--- src/rtl/fcmp_pkg.sv ---
package fcmp_pkg;

    localparam int DBL_W   = 64;
    localparam int EXP_W   = 11;
    localparam int FRAC_W  = 52;
    localparam int MAG_W   = DBL_W - 1;
    localparam int QUIET_B = FRAC_W - 1;

    // bit 3 = lt, 2 = gt, 1 = eq, 0 = un
    typedef struct packed {
        logic lt;
        logic gt;
        logic eq;
        logic un;
    } cmp_code_t;

    // bit 3 = summary, 2 = invalid summary, 1 = signaling NaN, 0 = invalid compare
    typedef struct packed {
        logic fx;
        logic vx;
        logic snan;
        logic vc;
    } flag_vec_t;

    typedef struct packed {
        logic             sign;
        logic             is_nan;
        logic             is_snan;
        logic             is_qnan;
        logic             is_zero;
        logic [MAG_W-1:0] mag;
    } op_class_t;

    function automatic op_class_t classify_op(input logic [DBL_W-1:0] v);
        op_class_t c;
        logic      exp_ones;
        logic      frac_nz;
        exp_ones  = &v[DBL_W-2 -: EXP_W];
        frac_nz   = |v[FRAC_W-1:0];
        c.sign    = v[DBL_W-1];
        c.mag     = v[MAG_W-1:0];
        c.is_nan  = exp_ones & frac_nz;
        c.is_qnan = exp_ones & v[QUIET_B];
        c.is_snan = exp_ones & frac_nz & ~v[QUIET_B];
        c.is_zero = ~|v[MAG_W-1:0];
        return c;
    endfunction

endpackage

--- src/rtl/fcmp_classify.sv ---
module fcmp_classify
    import fcmp_pkg::*;
(
    input  logic [DBL_W-1:0] operand,
    output op_class_t        info
);
    always_comb info = classify_op(operand);
endmodule

--- src/rtl/fcmp_order.sv ---
module fcmp_order
    import fcmp_pkg::*;
(
    input  op_class_t a,
    input  op_class_t b,
    output cmp_code_t code
);
    logic mag_lt;
    logic mag_eq;

    always_comb begin
        mag_lt = a.mag < b.mag;
        mag_eq = a.mag == b.mag;
        code   = '0;
        if (a.is_nan || b.is_nan) begin
            code.un = 1'b1;
        end else if (a.is_zero && b.is_zero) begin
            code.eq = 1'b1;
        end else if (a.sign != b.sign) begin
            code.lt = a.sign;
            code.gt = ~a.sign;
        end else if (mag_eq) begin
            code.eq = 1'b1;
        end else begin
            // negative operands invert the magnitude order
            code.lt = mag_lt ^ a.sign;
            code.gt = ~(mag_lt ^ a.sign);
        end
    end
endmodule

--- src/rtl/fcmp_flags.sv ---
module fcmp_flags
    import fcmp_pkg::*;
(
    input  op_class_t a,
    input  op_class_t b,
    input  logic      ordered,
    input  logic      summary,
    output flag_vec_t flags
);
    logic any_nan;
    logic any_snan;
    logic any_qnan;

    always_comb begin
        any_nan  = a.is_nan  | b.is_nan;
        any_snan = a.is_snan | b.is_snan;
        any_qnan = a.is_qnan | b.is_qnan;
        flags    = '0;
        if (ordered) begin
            if (any_nan) begin
                flags.fx   = 1'b1;
                flags.vx   = 1'b1;
                flags.snan = any_snan;
                flags.vc   = any_qnan | ~summary;
            end
        end else if (any_snan) begin
            flags.fx   = 1'b1;
            flags.vx   = 1'b1;
            flags.snan = 1'b1;
        end
    end
endmodule

--- src/rtl/fcmp_field_merge.sv ---
module fcmp_field_merge #(
    parameter int REG_W   = 32,
    parameter int FIELD_W = 4,
    localparam int NFIELD = REG_W / FIELD_W,
    localparam int IDX_W  = $clog2(NFIELD)
) (
    input  logic [REG_W-1:0]   cur,
    input  logic [IDX_W-1:0]   idx,
    input  logic [FIELD_W-1:0] value,
    output logic [REG_W-1:0]   merged
);
    // field 0 sits at the most significant end
    for (genvar g = 0; g < NFIELD; g++) begin : g_field
        localparam int HI = REG_W - 1 - g * FIELD_W;
        always_comb begin
            if (idx == IDX_W'(g))
                merged[HI -: FIELD_W] = value;
            else
                merged[HI -: FIELD_W] = cur[HI -: FIELD_W];
        end
    end
endmodule

--- src/rtl/fcmp_unit.sv ---
module fcmp_unit
    import fcmp_pkg::*;
#(
    parameter int CR_W    = 32,
    parameter int FIELD_W = 4,
    localparam int NFIELD = CR_W / FIELD_W,
    localparam int IDX_W  = $clog2(NFIELD)
) (
    input  logic               clk,
    input  logic               rst,
    input  logic               in_valid,
    input  logic [DBL_W-1:0]   op_a,
    input  logic [DBL_W-1:0]   op_b,
    input  logic [IDX_W-1:0]   field_idx,
    input  logic               ordered_mode,
    input  logic               exc_summary,
    output logic [CR_W-1:0]    cond_reg,
    output logic [FIELD_W-1:0] fp_cc,
    output logic [3:0]         flag_set,
    output logic               out_valid
);
    logic [DBL_W-1:0] ops [2];
    op_class_t        cls [2];
    cmp_code_t        code;
    flag_vec_t        flags;
    logic [CR_W-1:0]  cr_next;

    assign ops[0] = op_a;
    assign ops[1] = op_b;

    for (genvar i = 0; i < 2; i++) begin : g_cls
        fcmp_classify u_cls (.operand(ops[i]), .info(cls[i]));
    end

    fcmp_order u_order (.a(cls[0]), .b(cls[1]), .code(code));

    fcmp_flags u_flags (
        .a(cls[0]), .b(cls[1]),
        .ordered(ordered_mode), .summary(exc_summary),
        .flags(flags)
    );

    fcmp_field_merge #(.REG_W(CR_W), .FIELD_W(FIELD_W)) u_merge (
        .cur(cond_reg), .idx(field_idx),
        .value(FIELD_W'(code)), .merged(cr_next)
    );

    always_ff @(posedge clk) begin
        if (rst) begin
            cond_reg  <= '0;
            fp_cc     <= '0;
            flag_set  <= '0;
            out_valid <= 1'b0;
        end else begin
            out_valid <= in_valid;
            if (in_valid) begin
                cond_reg <= cr_next;
                fp_cc    <= FIELD_W'(code);
                flag_set <= flags;
            end else begin
                flag_set <= '0;
            end
        end
    end
endmodule

--- config.mk ---
export PLATFORM = sky130hd
export DESIGN_NAME = fcmp_unit
export DESIGN_NICKNAME = d
export VERILOG_FILES = /design/src/rtl/fcmp_pkg.sv /design/src/rtl/fcmp_classify.sv /design/src/rtl/fcmp_order.sv /design/src/rtl/fcmp_flags.sv /design/src/rtl/fcmp_field_merge.sv /design/src/rtl/fcmp_unit.sv
export SDC_FILE = /design/constraint.sdc
export NUM_CORES = 1
export LEC_CHECK = 0
export BUFFER_PORTS_ARGS = -buffer_cell sky130_fd_sc_hd__buf_4
export CORE_ASPECT_RATIO = 0.8
export CORE_MARGIN = 10
export CORE_UTILIZATION = 50
export DETAILED_ROUTE_END_ITERATION = 8
export PLACE_DENSITY = 0.92
export SLEW_MARGIN = 20
export SYNTH_ARGS = -nofsm -noshare
export SYNTH_HDL_FRONTEND = slang
export SYNTH_SLANG_ARGS = --single-unit
--- constraint.sdc ---
create_clock -name clk -period 4 [get_ports clk]
set_input_delay 0.4 -clock clk [delete_from_list [all_inputs] [get_ports clk]]
set_output_delay 0.4 -clock clk [all_outputs]
set_load 0.02 [all_outputs]
# After elaboration in Yosys (flattened, before gate mapping)
# Index checks and enable logic that the tools add are counted.
[word_totals]
register_bits = 41
output_inout_bits = 41
elab_cells = 73
[classes]
n_lt_le_gt_ge = 1
eq_ne = 9
muxes = 11
bitwise_logic = 19
n_reduce_logical = 21
[ops]
columns = ["op", "n"]
rows = [
  ["$reduce_or A63 Y1", 2],
  ["$reduce_or A52 Y1", 2],
  ["$eq A63 B63 Y1", 1],
  ["$lt A63 B63 Y1", 1],
  ["$reduce_and A11 Y1", 2],
  ["$reduce_and A2 Y1", 8],
  ["$eq A3 B3 Y1 const B", 4],
  ["$mux W3", 3],
  ["$not A1 Y1", 8],
  ["$and A1 B1 Y1", 6],
  ["$eq A3 B2 Y1 const B", 2],
  ["$mux W2", 3],
  ["$mux W1", 4],
  ["$mux W4", 1],
  ["$or A1 B1 Y1", 4],
  ["$reduce_or A4 Y1", 1],
  ["$eq A3 B1 Y1 const B", 1],
  ["$logic_not A3 Y1", 1],
  ["$logic_not A1 Y1", 2],
  ["$reduce_or A2 Y1", 1],
  ["$logic_and A1 B1 Y1", 1],
  ["$logic_or A1 B1 Y1", 1],
  ["$ne A1 B1 Y1", 1],
  ["$xor A1 B1 Y1", 1],
]

# Depth between registers and ports, before layout
[logic_depth]
ltp_word = 7
mapped_depth = 10

# Modules after synthesis
# A second synthesis with hierarchy kept.
[unflattened]
cells_unflattened = 606
area_unflattened_um2 = 4997.3
[modules_own_cells]
columns = ["mod", "instances", "cells_each", "area_each_um2", "seq_area_each_um2"]
rows = [
  ["fcmp_order", 1, 243, 1707.9, 0.0],
  ["fcmp_unit", 1, 126, 1446.4, 820.8],
  ["fcmp_classify", 2, 94, 684.4, 0.0],
  ["fcmp_field_merge", 1, 40, 430.4, 0.0],
  ["fcmp_flags", 1, 9, 43.8, 0.0],
]

# Worst setup path before layout
# No wires, ideal clock.
[synth_timing]
path_kind = "in2reg"
from = "in op_b[61]"
to = "reg cond_reg[18]"
t_arrival_ns = 2.315
t_required_ns = 3.926
path_slack_ns = 1.611
path_stages = 10
path_cell_list = "inv_1 ha_1 and4_1 nand4_2 or2_1 a211o_1 a21boi_4 a311o_1 buf_2 a31oi_1"
[synth_via]
elab_chain_cells = 7
elab_cells_between_ends = 14
classes_between = "1 x order compare; 1 x eq/ne; 4 x mux; 3 x bitwise; 5 x reduce/logical"
[synth_rtl]
columns = ["item", "line_no", "text"]
rows = [
  ["start: declaration", "fcmp_unit.sv:13", "input logic [DBL_W-1:0] op_b,"],
  ["$lt A63 B63 Y1", "fcmp_order.sv:12", "mag_lt = a.mag < b.mag;"],
  ["$xor A1 B1 Y1", "fcmp_order.sv:27", "code.gt = ~(mag_lt ^ a.sign);"],
  ["$not A1 Y1", "fcmp_order.sv:27", ""],
  ["$mux W2", "fcmp_order.sv:22", "end else if (mag_eq) begin"],
  ["$mux W2", "fcmp_order.sv:19", "end else if (a.sign != b.sign) begin"],
  ["$mux W2", "fcmp_order.sv:17", "end else if (a.is_zero && b.is_zero) begin"],
  ["$mux W3 *", "fcmp_order.sv:15", "if (a.is_nan || b.is_nan) begin"],
  ["end signal: assignment", "fcmp_unit.sv:57", "cond_reg <= cr_next;"],
  ["end: declaration", "fcmp_unit.sv:17", "output logic [CR_W-1:0] cond_reg,"],
]
# Every way passes the cells marked *; elsewhere a longest branch is shown, timed or not.
# A chain may end at the register's enable or synchronous reset.

# Worst setup path after layout
[layout_timing]
from = "in op_b[36]"
to = "reg cond_reg[6]"
# Same word-level chain as after synthesis.

==> flow_summary.json <==
{
  "drtIter0Drc": 409,
  "drive_gt1_share_pct": 30.9,
  "initial_core_util_pct": 51.3,
  "synth_cell_types": 54,
  "fillers": 614,
  "use_met2_pct": 41.7,
  "path_clk_slew_ns": 0.08,
  "setup_slack_ns": 1.30,
  "r2r_cells": 4,
  "syn_inst": 483,
  "r2r_end": "cond_reg[14]",
  "final-setup-viol-count": 0,
  "syn_area_um2": 3770,
  "min_from": "exc_summary",
  "cts_hold_buffers": 0,
  "finalHoldViolCount": 0,
  "numCtsBuffers": 5,
  "avgSynthCellArea_um2": 7.81,
  "p_sw_share_pct": 31.7,
  "cts_resized": 0,
  "cp_max_fo": 16,
  "crit_arrival_ns": 2.93,
  "dp_cells": 740,
  "path_class": "in -> reg",
  "netlist_top_cells_area": "dfxtp_1, ha_1, inv_1",
  "clock-sinks": 40,
  "status": "complete, no violations",
  "grt_max_degree": 38,
  "cts_buffer_depth": 2,
  "io_buffers": 176,
  "worstHoldEndpoint": "flag_set[0]",
  "total_power_w": 0.00115,
  "grt_pass1_vias": 4411,
  "largest_reg_flops": 32,
  "fmax_ghz": 0.371,
  "combPwrFrac_pct": 34.1,
  "syn_to_final_growth_pct": 39.8,
  "grt_pass1_wl_mm": 22.7,
  "final.setup_skew_ns": 0,
  "whs_path_depth": 2,
  "period_needed_ns": 2.70,
  "cts_setup_buffers": 0,
  "p_leak_nw": 2.56,
  "worst_ir_drop_vdd_mv": 0.218,
  "synth_top_area_share_pct": 21.2,
  "async_reset_ff_share_pct": 0,
  "post-route-period-util_pct": 67.5,
  "startpoint_type": "input port",
  "grt_usage_pct": 24.3,
  "wire_per_inst_um": 19.6,
  "power_switching_w": 0.000365,
  "maxCapViolCount": 0,
  "p_seq_share_pct": 36.6,
  "met3_usage_pct": 4.81,
  "vias": 4451,
  "syn_nets": 682,
  "slew_headroom_pct": 28.1,
  "yosysSeqAreaShare_pct": 21.2,
  "antenna_found_initial": 0,
  "tns_ns": 0,
  "internal_power_w": 0.000785,
  "rr_startpoint": "cond_reg[14]",
  "drtAntennaViolNets": 0,
  "endpoint_kind": "flip-flop",
  "synth-edff-count": 0,
  "worst_pin_slew_ns": 1.07,
  "clkPwrFrac_pct": 29.3,
  "cts_root_buf": "clkbuf_8",
  "fin_nets": 856,
  "routed_wl_mm": 14.7,
  "die_y_um": 97.7,
  "globalRouteOverflowTotal": 0,
  "r2r_setup_slack_ns": 3.07,
  "diodes": 0,
  "place.gp.congestion": 0.937,
  "rows": 28,
  "rsz0062_at_grt": "no",
  "layout_common_cells": "buf_4, inv_1, ha_1",
  "busiest_layer": "met2",
  "hold_class": "in -> reg",
  "dieArea_um2": 11400,
  "fin_cells": 748,
  "yosys_warnings": 0,
  "synth_ff_type": "dfxtp_1",
  "io_pins": 177,
  "routed_via_density": 5.95,
  "die_x_um": 117,
  "drt-pass1-iter-count": 5,
  "dp_hpwl_mm": 12.5,
  "cts_tree": "done",
  "cts_max_level": 2,
  "required_ns": 4.23,
  "clk_latency_ns": 0.30,
  "maxSlewViolCount": 0,
  "core_area_um2": 7360,
  "dpl_worst_slack_ns": 0.997,
  "drc_errors": 0,
  "final_common_cell": "buf_4",
  "power.density_nw_per_um2": 218,
  "synth_seq_cells": 40,
  "fin_hold_ws_ns": 0.309,
  "grt_use_met1_pct": 29.9,
  "synth.largest_area_cell": "dfxtp_1"
}
==> power groups by stage <==
stage | logic [W] | clock network, W | registers, W
floorplan | 0.000164 | 0 | 0.000445
global placement | 0.000368 | 0 | 0.000429
detailed placement | 0.000385 | 0 | 0.000429
CTS | 0.000387 | 0.000337 | 0.000420
global route | 0.000433 | 0.000354 | 0.000421
finish | 0.000392 | 0.000337 | 0.000420
==> Yosys cell counts, types with 3 or more instances <==
| cell type | count |
|---|---|
| inv_1 | 76 |
| ha_1 | 63 |
| dfxtp_1 | 40 |
| a21oi_1 | 32 |
| nand2_1 | 31 |
| nor4_1 | 31 |
| o21ai_0 | 28 |
| nor2_1 | 24 |
| nand4_1 | 18 |
| a31oi_1 | 17 |
| nand3_1 | 14 |
| a211oi_1 | 11 |
| and4_1 | 11 |
| mux2i_1 | 10 |
| nor2b_1 | 8 |
| clkbuf_1 | 6 |
| nand2b_1 | 5 |
| nor3_1 | 5 |
| a21boi_0 | 3 |
| o211ai_1 | 3 |
| or2_2 | 3 |
| or3_1 | 3 |
==> layer usage <==
layer	routed length, um	part of all wire (%)
met5	0	0
met4	351	2.4
met1	5990	41
met3	1160	7.9
met2	7180	49
==> how the worst max path moves through the flow <==
stage | startpoint | endpoint | slack [ns] | depth (start not counted)
2_1_floorplan | op_b[61] | cond_reg[18] | 1.61 | 10
3_5_place_dp | op_b[36] | cond_reg[15] | 1.0 | 8
6_report | op_b[36] | cond_reg[6] | 1.30 | 8
4_1_cts | op_b[36] | cond_reg[15] | 1.31 | 8
3_3_place_gp | op_b[6] | cond_reg[7] | 1.12 | 10
5_1_grt | op_b[36] | cond_reg[15] | 1.04 | 8
==> critical path: stages <==
cell       delay (ns)
buf_4            0.11
nor4_1           0.54
nand4_1          0.17
nor2_1           0.20
nand2_1          0.22
a2111oi_4        0.88
o21ai_0          0.21
a31oi_1          0.19
==> metrics by stage <==
step	utilization [%]	area, um2
after floorplan	-	3770
after global placement	70.2	5160
after detailed placement	70.2	5160
after CTS	71.7	5270
after global routing	71.7	5270
final	71.7	5270
==> cell families (layout without fill, tap and decap cells) <==
logic type	Yosys count	count (layout)	synth area share, %
fa+ha+maj	63	63	20.9
buf+inv	86	261	8.92
compound gates	113	113	19.7
xor+xnor	1	1	0.232
mux	11	11	2.95
flops	40	40	21.2
simple gates	169	169	26.0
==> area by class of cell <==
type	count	area [um2]	share of cell area (%)
timing repair buffer	177	1330	25.2
inverter	76	285	5.41
multi-input combinational	357	2640	50.0
clock buffer	5	68.8	1.30
tap	90	113	2.14
clock inverter	3	42.5	0.807
sequential	40	801	15.2
Note: power is estimated with default switching activity, not from simulation.
